==> src/rtl/subsec_rtc_pkg.sv <==
package subsec_rtc_pkg;
  typedef enum logic [1:0] {
    SEL_SEC  = 2'd0,
    SEL_MSEC = 2'd1,
    SEL_MSUB = 2'd2,
    SEL_TRIM = 2'd3
  } wr_sel_e;
endpackage

==> src/rtl/subsec_rtc_prescale.sv <==
module subsec_rtc_prescale #(
  parameter int SUB_W  = 15,
  parameter int TRIM_W = 8
) (
  input  logic              clk_i,
  input  logic              rst_ni,
  input  logic              tick_i,
  input  logic              load_i,
  input  logic              trim_sec_i,
  input  logic [TRIM_W-1:0] trim_i,
  output logic [SUB_W-1:0]  subsec_o,
  output logic              roll_o
);
  localparam logic [SUB_W-1:0] SUB_MAX = '1;

  logic [SUB_W-1:0]  sub_q;
  logic [TRIM_W-1:0] ext_q;
  logic [SUB_W-1:0]  term;
  logic              trim_neg, hold_need, at_term;

  assign trim_neg = trim_i[TRIM_W-1];
  // negative trim shortens the second; positive trim holds at the top value
  always_comb begin
    term = SUB_MAX;
    if (trim_sec_i && trim_neg)
      term = SUB_MAX + {{(SUB_W-TRIM_W){trim_i[TRIM_W-1]}}, trim_i};
  end
  assign hold_need = trim_sec_i && !trim_neg && (ext_q < trim_i);
  assign at_term   = (sub_q == term);
  assign roll_o    = tick_i && !load_i && at_term && !hold_need;
  assign subsec_o  = sub_q;

  always_ff @(posedge clk_i or negedge rst_ni) begin
    if (!rst_ni) begin
      sub_q <= '0;
      ext_q <= '0;
    end else if (load_i) begin
      sub_q <= '0;
      ext_q <= '0;
    end else if (tick_i) begin
      if (at_term && hold_need) begin
        ext_q <= ext_q + 1'b1;
      end else if (at_term) begin
        sub_q <= '0;
        ext_q <= '0;
      end else begin
        sub_q <= sub_q + 1'b1;
      end
    end
  end

  p_subsec_hold_r2: assert property (@(posedge clk_i) disable iff (!rst_ni)
    (!tick_i && !load_i) |=> $stable(sub_q));
  p_roll_zero_r2: assert property (@(posedge clk_i) disable iff (!rst_ni)
    roll_o |=> (sub_q == '0));
  p_load_zero_r4: assert property (@(posedge clk_i) disable iff (!rst_ni)
    load_i |=> (sub_q == '0 && ext_q == '0));
endmodule

==> src/rtl/subsec_rtc_seconds.sv <==
module subsec_rtc_seconds #(
  parameter int SEC_W = 32
) (
  input  logic             clk_i,
  input  logic             rst_ni,
  input  logic             load_i,
  input  logic [SEC_W-1:0] load_val_i,
  input  logic             roll_i,
  output logic [SEC_W-1:0] sec_o
);
  logic [SEC_W-1:0] sec_q;

  always_ff @(posedge clk_i or negedge rst_ni) begin
    if (!rst_ni)     sec_q <= '0;
    else if (load_i) sec_q <= load_val_i;
    else if (roll_i) sec_q <= sec_q + 1'b1; // wraps silently
  end
  assign sec_o = sec_q;

  p_sec_hold_r3: assert property (@(posedge clk_i) disable iff (!rst_ni)
    (!load_i && !roll_i) |=> $stable(sec_q));
  p_sec_step_r3: assert property (@(posedge clk_i) disable iff (!rst_ni)
    (!load_i && roll_i) |=> (sec_q == $past(sec_q) + 1'b1));
endmodule

==> src/rtl/subsec_rtc_match.sv <==
module subsec_rtc_match #(
  parameter int SEC_W = 32,
  parameter int SUB_W = 15
) (
  input  logic             clk_i,
  input  logic             rst_ni,
  input  logic             tick_i,
  input  logic [SEC_W-1:0] sec_i,
  input  logic [SUB_W-1:0] subsec_i,
  input  logic [SEC_W-1:0] match_sec_i,
  input  logic [SUB_W-1:0] match_sub_i,
  input  logic             clr_i,
  input  logic             wake_en_i,
  output logic             irq_o,
  output logic             wake_o
);
  logic hit, irq_q, wake_q;

  assign hit = tick_i && (sec_i == match_sec_i) && (subsec_i == match_sub_i);

  always_ff @(posedge clk_i or negedge rst_ni) begin
    if (!rst_ni) begin
      irq_q  <= 1'b0;
      wake_q <= 1'b0;
    end else begin
      wake_q <= hit && wake_en_i;
      if (hit)        irq_q <= 1'b1; // set wins over clear
      else if (clr_i) irq_q <= 1'b0;
    end
  end
  assign irq_o  = irq_q;
  assign wake_o = wake_q;

  p_irq_sticky_r7: assert property (@(posedge clk_i) disable iff (!rst_ni)
    (irq_q && !clr_i) |=> irq_q);
  p_irq_clear_r7: assert property (@(posedge clk_i) disable iff (!rst_ni)
    (clr_i && !hit) |=> !irq_q);
  p_wake_flag_r8: assert property (@(posedge clk_i) disable iff (!rst_ni)
    wake_o |-> irq_o);
  p_wake_pulse_r8: assert property (@(posedge clk_i) disable iff (!rst_ni)
    !tick_i |=> !wake_o);
endmodule

==> src/rtl/subsec_rtc.sv <==
module subsec_rtc
  import subsec_rtc_pkg::*;
#(
  parameter int SEC_W      = 32,
  parameter int SUB_W      = 15,
  parameter int TRIM_W     = 8,
  parameter int TRIM_LOG2  = 6
) (
  input  logic             clk_i,
  input  logic             rst_ni,
  input  logic             tick_i,
  input  logic             wr_en_i,
  input  logic [1:0]       wr_sel_i,
  input  logic [31:0]      wr_data_i,
  input  logic             irq_clr_i,
  input  logic             wake_en_i,
  output logic [SEC_W-1:0] sec_o,
  output logic [SUB_W-1:0] subsec_o,
  output logic             irq_o,
  output logic             wake_o
);
  logic [SEC_W-1:0]  match_sec_q;
  logic [SUB_W-1:0]  match_sub_q;
  logic [TRIM_W-1:0] trim_q;
  logic              load_sec, roll, trim_sec;

  assign load_sec = wr_en_i && (wr_sel_e'(wr_sel_i) == SEL_SEC);
  assign trim_sec = &sec_o[TRIM_LOG2-1:0];

  always_ff @(posedge clk_i or negedge rst_ni) begin
    if (!rst_ni) begin
      match_sec_q <= '0;
      match_sub_q <= '0;
      trim_q      <= '0;
    end else if (wr_en_i) begin
      case (wr_sel_e'(wr_sel_i))
        SEL_MSEC: match_sec_q <= wr_data_i[SEC_W-1:0];
        SEL_MSUB: match_sub_q <= wr_data_i[SUB_W-1:0];
        SEL_TRIM: trim_q      <= wr_data_i[TRIM_W-1:0];
        default:  ;
      endcase
    end
  end

  subsec_rtc_prescale #(.SUB_W(SUB_W), .TRIM_W(TRIM_W)) u_prescale (
    .clk_i, .rst_ni, .tick_i,
    .load_i(load_sec), .trim_sec_i(trim_sec), .trim_i(trim_q),
    .subsec_o, .roll_o(roll)
  );

  subsec_rtc_seconds #(.SEC_W(SEC_W)) u_seconds (
    .clk_i, .rst_ni, .load_i(load_sec), .load_val_i(wr_data_i[SEC_W-1:0]),
    .roll_i(roll), .sec_o
  );

  subsec_rtc_match #(.SEC_W(SEC_W), .SUB_W(SUB_W)) u_match (
    .clk_i, .rst_ni, .tick_i, .sec_i(sec_o), .subsec_i(subsec_o),
    .match_sec_i(match_sec_q), .match_sub_i(match_sub_q),
    .clr_i(irq_clr_i), .wake_en_i, .irq_o, .wake_o
  );

  p_load_sec_r4: assert property (@(posedge clk_i) disable iff (!rst_ni)
    load_sec |=> (subsec_o == '0 && sec_o == $past(wr_data_i[SEC_W-1:0])));
endmodule

==> config.mk <==
export PLATFORM = sky130hd
export DESIGN_NAME = subsec_rtc
export DESIGN_NICKNAME = d
export VERILOG_FILES = /design/src/rtl/subsec_rtc_pkg.sv /design/src/rtl/subsec_rtc_prescale.sv /design/src/rtl/subsec_rtc_seconds.sv /design/src/rtl/subsec_rtc_match.sv /design/src/rtl/subsec_rtc.sv
export SDC_FILE = /design/constraint.sdc
export NUM_CORES = 1
export LEC_CHECK = 0
export BUFFER_PORTS_ARGS = -buffer_cell sky130_fd_sc_hd__buf_2
export CORE_MARGIN = 10
export CORE_UTILIZATION = 53
export DETAILED_ROUTE_END_ITERATION = 8
export HOLD_SLACK_MARGIN = 0.02
export PLACE_DENSITY_LB_ADDON = 0.2
export SKIP_CTS_REPAIR_TIMING = 1
export SLEW_MARGIN = 30
export SYNTH_ARGS = -nofsm -noshare
export SYNTH_HDL_FRONTEND = slang
export SYNTH_SLANG_ARGS = --single-unit
==> constraint.sdc <==
create_clock -name clk_i -period 2.8 [get_ports clk_i]
set_clock_uncertainty 0.15 [all_clocks]
set_input_delay 0.42 -clock clk_i [delete_from_list [all_inputs] [get_ports clk_i]]
set_output_delay 0.42 -clock clk_i [all_outputs]
set_load 0.005 [all_outputs]
# Yosys cells after proc, flatten, opt, wreduce, memory -nomap -nowiden
# Index checks and enable logic that the tools add are counted.
# classes
addsub	4
magnitude_cmp	1
eq_ne	7
n_mux	13
n_reduce_logical	25
# op_table
cell	count
2-to-1 mux 15 bit	5
2-to-1 mux 32 bit	2
adder 32 x 1 -> 32 bit (second input constant)	1
== test 32 bit	1
2-to-1 mux 8 bit	4
== test 15 bit	2
adder 15 x 1 -> 15 bit (second input constant)	1
logical AND 1 bit	11
AND reduction 2 bit	5
adder 1 x 8 -> 9 bit (first input constant)	1
adder 8 x 1 -> 8 bit (second input constant)	1
< comparator 8 bit	1
AND reduction 6 bit	1
nonzero test 2 bit	3
== test 2 bit (second input constant)	2
zero test 1 bit	3
nonzero test 3 bit	1
== test 2 x 1 -> 1 bit (second input constant)	1
zero test 2 bit	1
2-to-1 mux 1 bit	2
inequality test 2 x 1 -> 1 bit (second input constant)	1
# word_totals
register_bits	112
input_bits	40
elab_cells	58

# Longest topological paths before layout
# Gate-level depths: netlist (run 1).
# logic_depth
depth_word	8
ltp_mapped	13
depth_no_buf	9

# By module
# From an unflattened synthesis (run 1), not the netlist that was laid out.
# hier_totals
cells_unflattened	640
hier_area_um2	6762.7
# modules_own_cells
mod	n_inst	cells_each	area_per_inst_um2
subsec_rtc	1	121	2262.2
subsec_rtc_seconds	1	219	1966.9
subsec_rtc_prescale	1	232	1936.9
subsec_rtc_match	1	68	596.8

# Worst setup path before layout (run 1)
# No wires, ideal clock.
# synth_timing
path_type	flip-flop to flip-flop
start	register trim_q[2]
end	register u_prescale.ext_q[3]
arrival_ns	2.806
slack_ns	-0.248
stages_incl_launch_ff	10
n_path_buf	2
period_less_slack_ns	3.048
cell_sequence	dfrtp_1 > buf_2 > or4_4 > or3_1 > a211oi_2 > o22ai_2 > or4_4 > buf_4 > a21o_1 > o31ai_2
# synth_between
elab_chain_len	7
# synth_lines
item	line	rtl
start, declared	subsec_rtc.sv:24	logic [TRIM_W-1:0] trim_q;
start signal, assigned	subsec_rtc.sv:39	SEL_TRIM: trim_q <= wr_data_i[TRIM_W-1:0];
adder 1 x 8 -> 9 bit	subsec_rtc_prescale.sv:26	term = SUB_MAX + {{(SUB_W-TRIM_W){trim_i[TRIM_W-1]}}, trim_i};
2-to-1 mux 15 bit	subsec_rtc_prescale.sv:25	if (trim_sec_i && trim_neg)
== test 15 bit	subsec_rtc_prescale.sv:29	assign at_term = (sub_q == term);
logical AND 1 bit	subsec_rtc_prescale.sv:41	if (at_term && hold_need) begin
2-to-1 mux 8 bit	subsec_rtc_prescale.sv:41	
2-to-1 mux 8 bit	subsec_rtc_prescale.sv:40	end else if (tick_i) begin
2-to-1 mux 8 bit	subsec_rtc_prescale.sv:37	end else if (load_i) begin
end signal, assigned	subsec_rtc_prescale.sv:42	ext_q <= ext_q + 1'b1;
end, declared	subsec_rtc_prescale.sv:17	logic [TRIM_W-1:0] ext_q;
# Parallel ways exist; a longest one is shown, timed or not. The select of a mux whose other input is x is not followed.
# A chain may end at the register's enable or synchronous reset.

# Final worst setup path (run 1)
# layout_timing
start	register trim_q[0]
end	register u_seconds.sec_q[8], in the netlist u_seconds.sec_o[8]
# layout_between
elab_chain_len	6
# layout_lines
item	line	rtl
adder 1 x 8 -> 9 bit	subsec_rtc_prescale.sv:26	
2-to-1 mux 15 bit	subsec_rtc_prescale.sv:25	
== test 15 bit	subsec_rtc_prescale.sv:29	
logical AND 1 bit	subsec_rtc_prescale.sv:30	assign roll_o = tick_i && !load_i && at_term && !hold_need;
logical AND 1 bit *	subsec_rtc_prescale.sv:30	
nonzero test 2 bit (no line) *	n/a	
end signal, assigned	subsec_rtc_seconds.sv:15	else if (load_i) sec_q <= load_val_i;
end signal, assigned	subsec_rtc_seconds.sv:16	else if (roll_i) sec_q <= sec_q + 1'b1;
end, declared	subsec_rtc_seconds.sv:11	logic [SEC_W-1:0] sec_q;
# Mark *: on every way between the ends. The rest lies on a longest branch, timed or not.

==> results_dict.tcl, run 1 <==
set metrics [dict create \
    synth-seq-cells 112 \
    dieArea_um2 17100 \
    arrival_ns 3.18 \
    endpoint_kind "flop" \
    clockBufferDepth 2 \
    synth_mux_area_share_pct 9.84 \
    rsz0062_at_grt "true" \
    routed-via-count 5983 \
    multi_input_area_um2 3570 \
    grt_pass1_vias 5799 \
    synthArstFlopShare_pct 100 \
    path_clk_slew_ns 0.08 \
    portBuffers 88 \
    io_pins 89 \
    fin_crit_ns 3.05 \
    nets 852 \
    fillCellCount 971 \
    rrSetupSlack_ns -0.25 \
    htreeDepth 3 \
    synth_top_family_by_area "simple AND/OR/NAND/NOR gates" \
    drv_cap 0 \
    synth_fp_nets 708 \
    die_w_um 131 \
    maxUsedRoutingLayer "met4" \
    place_ws_ns -0.237 \
    ant_nets 0 \
    cts-root-buf "clkbuf_16" \
    core-area_um2 12000 \
    min_path_type "input port to flop" \
    cts.sinks 112 \
    area.sequential_um2 2810 \
    synth_edf_count 0 \
    cellPowerDensity_nw_per_um2 606 \
    cellLeakagePower_nw 3.48 \
    path_class "flop to flop" \
    placed_cell_area_um2 7630 \
    syn_area_per_cell_um2 9.89 \
    synth_commonest_cells "dfrtp_1, mux2_2, nor2_1, xnor2_1, a31oi_1" \
    ir_drop_mv 0.336 \
    wire_per_inst_um 21.2 \
    synth_compound_area_share_pct 14.2 \
    synthMostInstantiatedCell "dfrtp_1" \
    wl_met3_um 1380 \
    vias_per_cell 6.28 \
    violations "negative setup slack" \
    numCtsBuffers 9 \
    syn2layout_area_growth_pct 24.7 \
    grt_max_degree 74 \
    first_pass_iters 7 \
    fmax_mhz 328 \
    crit_fanout 12 \
    syn_inst 657 \
    status "finished with violations" \
    post-route-period-util_pct 109 \
    grt_pass1_wl_um 31300 \
    design_area_um2 8110 \
    track_usage_pct 23.5 \
    cts_tree "built" \
    cp.required_ns 2.93 \
    drc_errors 0 \
    initial_core_util_pct 54.1 \
    worstMarginPinSlew_ns 0.793 \
    n_antenna_cell 0 \
    synth-adder-area-share_pct 2.12 \
    synth_ff_type "dfrtp_1" \
    synthesis.area_um2 6500 \
    routed_wl_um 20200 \
    setup-violations-final 54 \
    yosys.area_share.simple_pct 20.0 \
    hold_viol_final 0 \
    wl_met1_um 8480 \
    synth_xor_area_share_pct 7.14 \
    fin_cells 952 \
    final.setup.worst_slack_ns -0.247 \
    synth_warnings 0 \
    synth_area_leaders "dfrtp_1, mux2_2, xnor2_1" \
    grt_overflow 0 \
    gp_congestion 0.879 \
    final_layout_size_suffix_gt1_share_pct 34.2 \
    yosysTopAreaCellShare_pct 43.1 \
    wl_met2_um 9980 \
    die_y_um 131 \
    clk-insertion-delay-late_ns 0.36 \
    hpwl_um 14500 \
    relSlewSlack_pct 47.2 \
    yosys.area.top_type "dfrtp_1" \
    antenna_found_initial 0 \
    rows 40 \
    drtIter0Drc 468 \
    dp.cells 930 \
    ys_seq_area_share_pct 43.1 \
    setup.worst_path.start_class "flop" \
    synth_cell_type_count 63 \
    slew_viol_final 0 \
]
==> per-layer routing <==
metal  vias up  GRT usage [%]
met4         0           8.50
met3        28           4.07
met1      2961           30.1
li1       2742              -
met2       252           39.0
met5         -              0
==> cell families (layout without fill, tap and decap cells) <==
logic type,after synthesis,in the layout
simple gates,232,232
compound gates,131,131
flops,112,112
buf+inv,61,209
mux,57,57
xor+xnor,53,53
fa+ha+maj,11,11
==> state kept, by name, summed over array words and instances (netlist names) <==
register	count
u_prescale.subsec_o	15
trim_q	8
match_sub_q	15
u_seconds.sec_o	32
u_match.wake_o	1
u_prescale.ext_q	8
match_sec_q	32
u_match.irq_o	1
==> layout make-up <==
type,instances,share of cell area [%]
Clock buffer,9,2.78
Sequential cell,112,34.6
Clock inverter,6,0.864
Tap cell,147,2.27
Timing Repair Buffer,172,14.4
Multi-Input combinational cell,484,44.1
Inverter,22,1.02
==> where the power goes <==
group	total (W)	internal, W	leakage, nW	switching [W]
Sequential	0.00216	0.00187	1.33	0.000283
Clock	0.00133	0.000696	0.139	0.000632
Combinational	0.00143	0.000727	2.00	0.000699
==> metrics by stage <==
stage | utilization, % | hold slack, ns | TNS (ns) | total power, W
final | 67.5 | 0.0995 | -8.49 | 0.00491
after global routing | 67.5 | 0.105 | -17.50 | 0.00516
after CTS | 66.0 | -0.235 | -8.86 | 0.00488
after detailed placement | 63.5 | 0.148 | -7.16 | 0.00356
after global placement | 63.5 | 0.147 | -4.58 | 0.00352
after floorplan | - | -0.0256 | -2.71 | 0.00292
==> critical path, cell delays in order, from the launching register on <==
cell and delay (ns):
dfrtp_2 0.44, or4_4 0.55, or3_4 0.34, a211oi_2 0.21, o22ai_2 0.12, or2_4 0.30
buf_12 0.16, or4_1 0.49, a31oi_1 0.20
==> worst paths after layout <==
| check | endpoint | depth (start not counted) | startpoint |
|---|---|---|---|
| setup / recovery | u_seconds.sec_o[8] | 8 | trim_q[0] |
| hold / removal | u_match.irq_o | 2 | irq_clr_i |
| setup reg to reg | u_seconds.sec_o[8] | 8 | trim_q[0] |
| hold reg to reg | u_match.irq_o | 2 | u_match.irq_o |
| max in group asynchronous | trim_q[0] | 3 | rst_ni |
| min in group asynchronous | u_prescale.subsec_o[7] | 2 | rst_ni |
==> layout by cell type (no fill, tap or decap), types with 3 or more instances in the layout <==
| cell | instances |
|---|---|
| a21o_1 | 5 |
| a21oi_1 | 14 |
| a31o_2 | 4 |
| a31oi_1 | 36 |
| and2_1 | 4 |
| and3_1 | 15 |
| and4_1 | 3 |
| buf_12 | 4 |
| buf_2 | 87 |
| buf_4 | 76 |
| clkbuf_16 | 11 |
| dfrtp_1 | 110 |
| ha_1 | 10 |
| inv_1 | 21 |
| mux2_2 | 55 |
| nand2_1 | 28 |
| nand2b_1 | 5 |
| nand3_1 | 33 |
| nand3b_1 | 6 |
| nand4_1 | 24 |
| nor2_1 | 51 |
| nor3_1 | 6 |
| nor4_1 | 5 |
| o21ai_0 | 11 |
| o21ai_1 | 3 |
| o31ai_1 | 28 |
| o41ai_1 | 3 |
| or3_1 | 7 |
| or4_1 | 21 |
| or4_4 | 4 |
| or4b_1 | 3 |
| xnor2_1 | 50 |
No activity file was read; power rests on OpenSTA's default activity.
==> run 2: changes to the inputs <==
--- a/config.mk
+++ b/config.mk
@@ -5,11 +5,12 @@
 export SDC_FILE = /design/constraint.sdc
 export NUM_CORES = 1
 export LEC_CHECK = 0
+export ABC_CLOCK_PERIOD_IN_PS = 2800
 export BUFFER_PORTS_ARGS = -buffer_cell sky130_fd_sc_hd__buf_2
 export CORE_MARGIN = 10
 export CORE_UTILIZATION = 53
 export DETAILED_ROUTE_END_ITERATION = 8
-export HOLD_SLACK_MARGIN = 0.02
+export HOLD_SLACK_MARGIN = 0.05
 export PLACE_DENSITY_LB_ADDON = 0.2
 export SKIP_CTS_REPAIR_TIMING = 1
 export SLEW_MARGIN = 30
==> constraint.sdc (replaced) <==
create_clock -name clk_i -period 2.8 [get_ports clk_i]
set_clock_uncertainty 0.15 [all_clocks]
set_input_delay 0 -clock clk_i [delete_from_list [all_inputs] [get_ports clk_i]]
set_output_delay 0 -clock clk_i [all_outputs]
set_load 0.005 [all_outputs]
==> results_dict.tcl, run 2 (same netlist as run 1, synthesis figures left out) <==
set metrics [dict create \
    final_layout_size_suffix_gt1_share_pct 33.0 \
    die_w_um 131 \
    ant_nets 0 \
    nets 892 \
    hold_viol_final 0 \
    grt_util_met3_pct 5.12 \
    drc_errors 0 \
    portBuffers 88 \
    htreeDepth 3 \
    grt_pass1_wl_um 31500 \
    die_y_um 131 \
    worstMarginPinSlew_ns 0.843 \
    wire_per_inst_um 21.2 \
    use_met1_pct 29.2 \
    slew_viol_final 0 \
    rsz0062_at_grt "true" \
    place_ws_ns -0.264 \
    grt_use_met2_pct 39.0 \
    endpoint_kind "flop" \
    cts-root-buf "clkbuf_16" \
    rows 40 \
    relSlewSlack_pct 43.6 \
    placed_cell_area_um2 7650 \
    io_pins 89 \
    reg2reg_depth 8 \
    path_class "flop to flop" \
    first_pass_iters 5 \
    grt_pass1_vias 5959 \
    numCtsBuffers 9 \
    violations "negative setup slack" \
    routed-via-count 6153 \
    fin_cells 994 \
    core-area_um2 12000 \
    cellLeakagePower_nw 3.65 \
    antenna_found_initial 1 \
    track_usage_pct 23.5 \
    setup-violations-final 55 \
    fin_crit_ns 3.14 \
    design_area_um2 8550 \
    fmax_mhz 319 \
    post-route-period-util_pct 112 \
    dieArea_um2 17100 \
    rrSetupSlack_ns -0.34 \
    power_w 0.00498 \
    drv_cap 0 \
    arrival_ns 3.26 \
    final.setup.worst_slack_ns -0.340 \
    cellPowerDensity_nw_per_um2 582 \
    grt_busiest_layer "met2" \
    grt_overflow 0 \
    min_path_type "input port to async pin" \
    clk-insertion-delay-late_ns 0.36 \
    cts_tree "built" \
    gp_congestion 0.885 \
    cts.sinks 112 \
    layout_common_cells "dfrtp_1, buf_2, buf_4" \
    status "finished with violations" \
    area.sequential_um2 2800 \
    hpwl_um 14600 \
    initial_core_util_pct 54.1 \
    ir_drop_mv 0.339 \
    crit_fanout 12 \
    drtIter0Drc 525 \
    grt_max_degree 74 \
    multi_input_area_um2 3610 \
    setup.worst_path.start_class "flop" \
    path_clk_slew_ns 0.08 \
    cp.required_ns 2.92 \
    fillCellCount 896 \
    syn2layout_area_growth_pct 31.5 \
    routed_wl_um 21000 \
    clockBufferDepth 2 \
    vias_per_cell 6.19 \
    layout_commonest_cell "dfrtp_1" \
    dp.cells 932 \
    utilization_pct 71.2 \
]
## run 2: final timing paths
check | start | to
max | trim_q[0] | u_seconds.sec_o[25]
min | rst_ni | u_prescale.subsec_o[14]
max reg2reg | trim_q[0] | u_seconds.sec_o[25]
min reg2reg | u_match.irq_o | u_match.irq_o
max in group asynchronous | rst_ni | match_sub_q[11]
min in group clk_i | wr_sel_i[0] | u_seconds.sec_o[0]
## run 2: cell type report
class | instances | area share (%)
Clock inverter | 6 | 0.761
Inverter | 22 | 0.966
Sequential cell | 112 | 32.8
Antenna cell | 1 | 0.0293
Multi-Input combinational cell | 484 | 42.2
Tap cell | 147 | 2.15
Clock buffer | 10 | 2.68
Timing Repair Buffer | 212 | 18.4
## run 2: layer usage
layer | wire length (um) | part of all wire (%)
met1 | 8800 | 42
met2 | 10400 | 49
met3 | 1340 | 6.4
met4 | 512 | 2.4
met5 | 0 | 0
## run 2: critical path: stages, from the launching register on
cell      delay [ns]
dfrtp_1         0.44
or4_4           0.55
or3_1           0.33
a211oi_2        0.27
o22ai_2         0.15
or2_4           0.31
buf_12          0.16
or4_1           0.49
a31oi_1         0.19
## run 2: where the power goes
part	switching, W	internal, W	total, W	leakage, nW
clock network	0.000620	0.000699	0.00132	0.143
logic	0.000716	0.000778	0.00149	2.17
registers	0.000291	0.00187	0.00216	1.34
total	0.00163	0.00335	0.00498	3.65
## run 2: per-stage QoR
step | hold slack [ns] | setup TNS [ns]
after floorplan | -0.446 | -2.71
after global routing | 0.0625 | -18.37
after global placement | -0.113 | -6.04
final | 0.0416 | -13.77
after CTS | -0.488 | -8.63
after detailed placement | -0.106 | -7.59
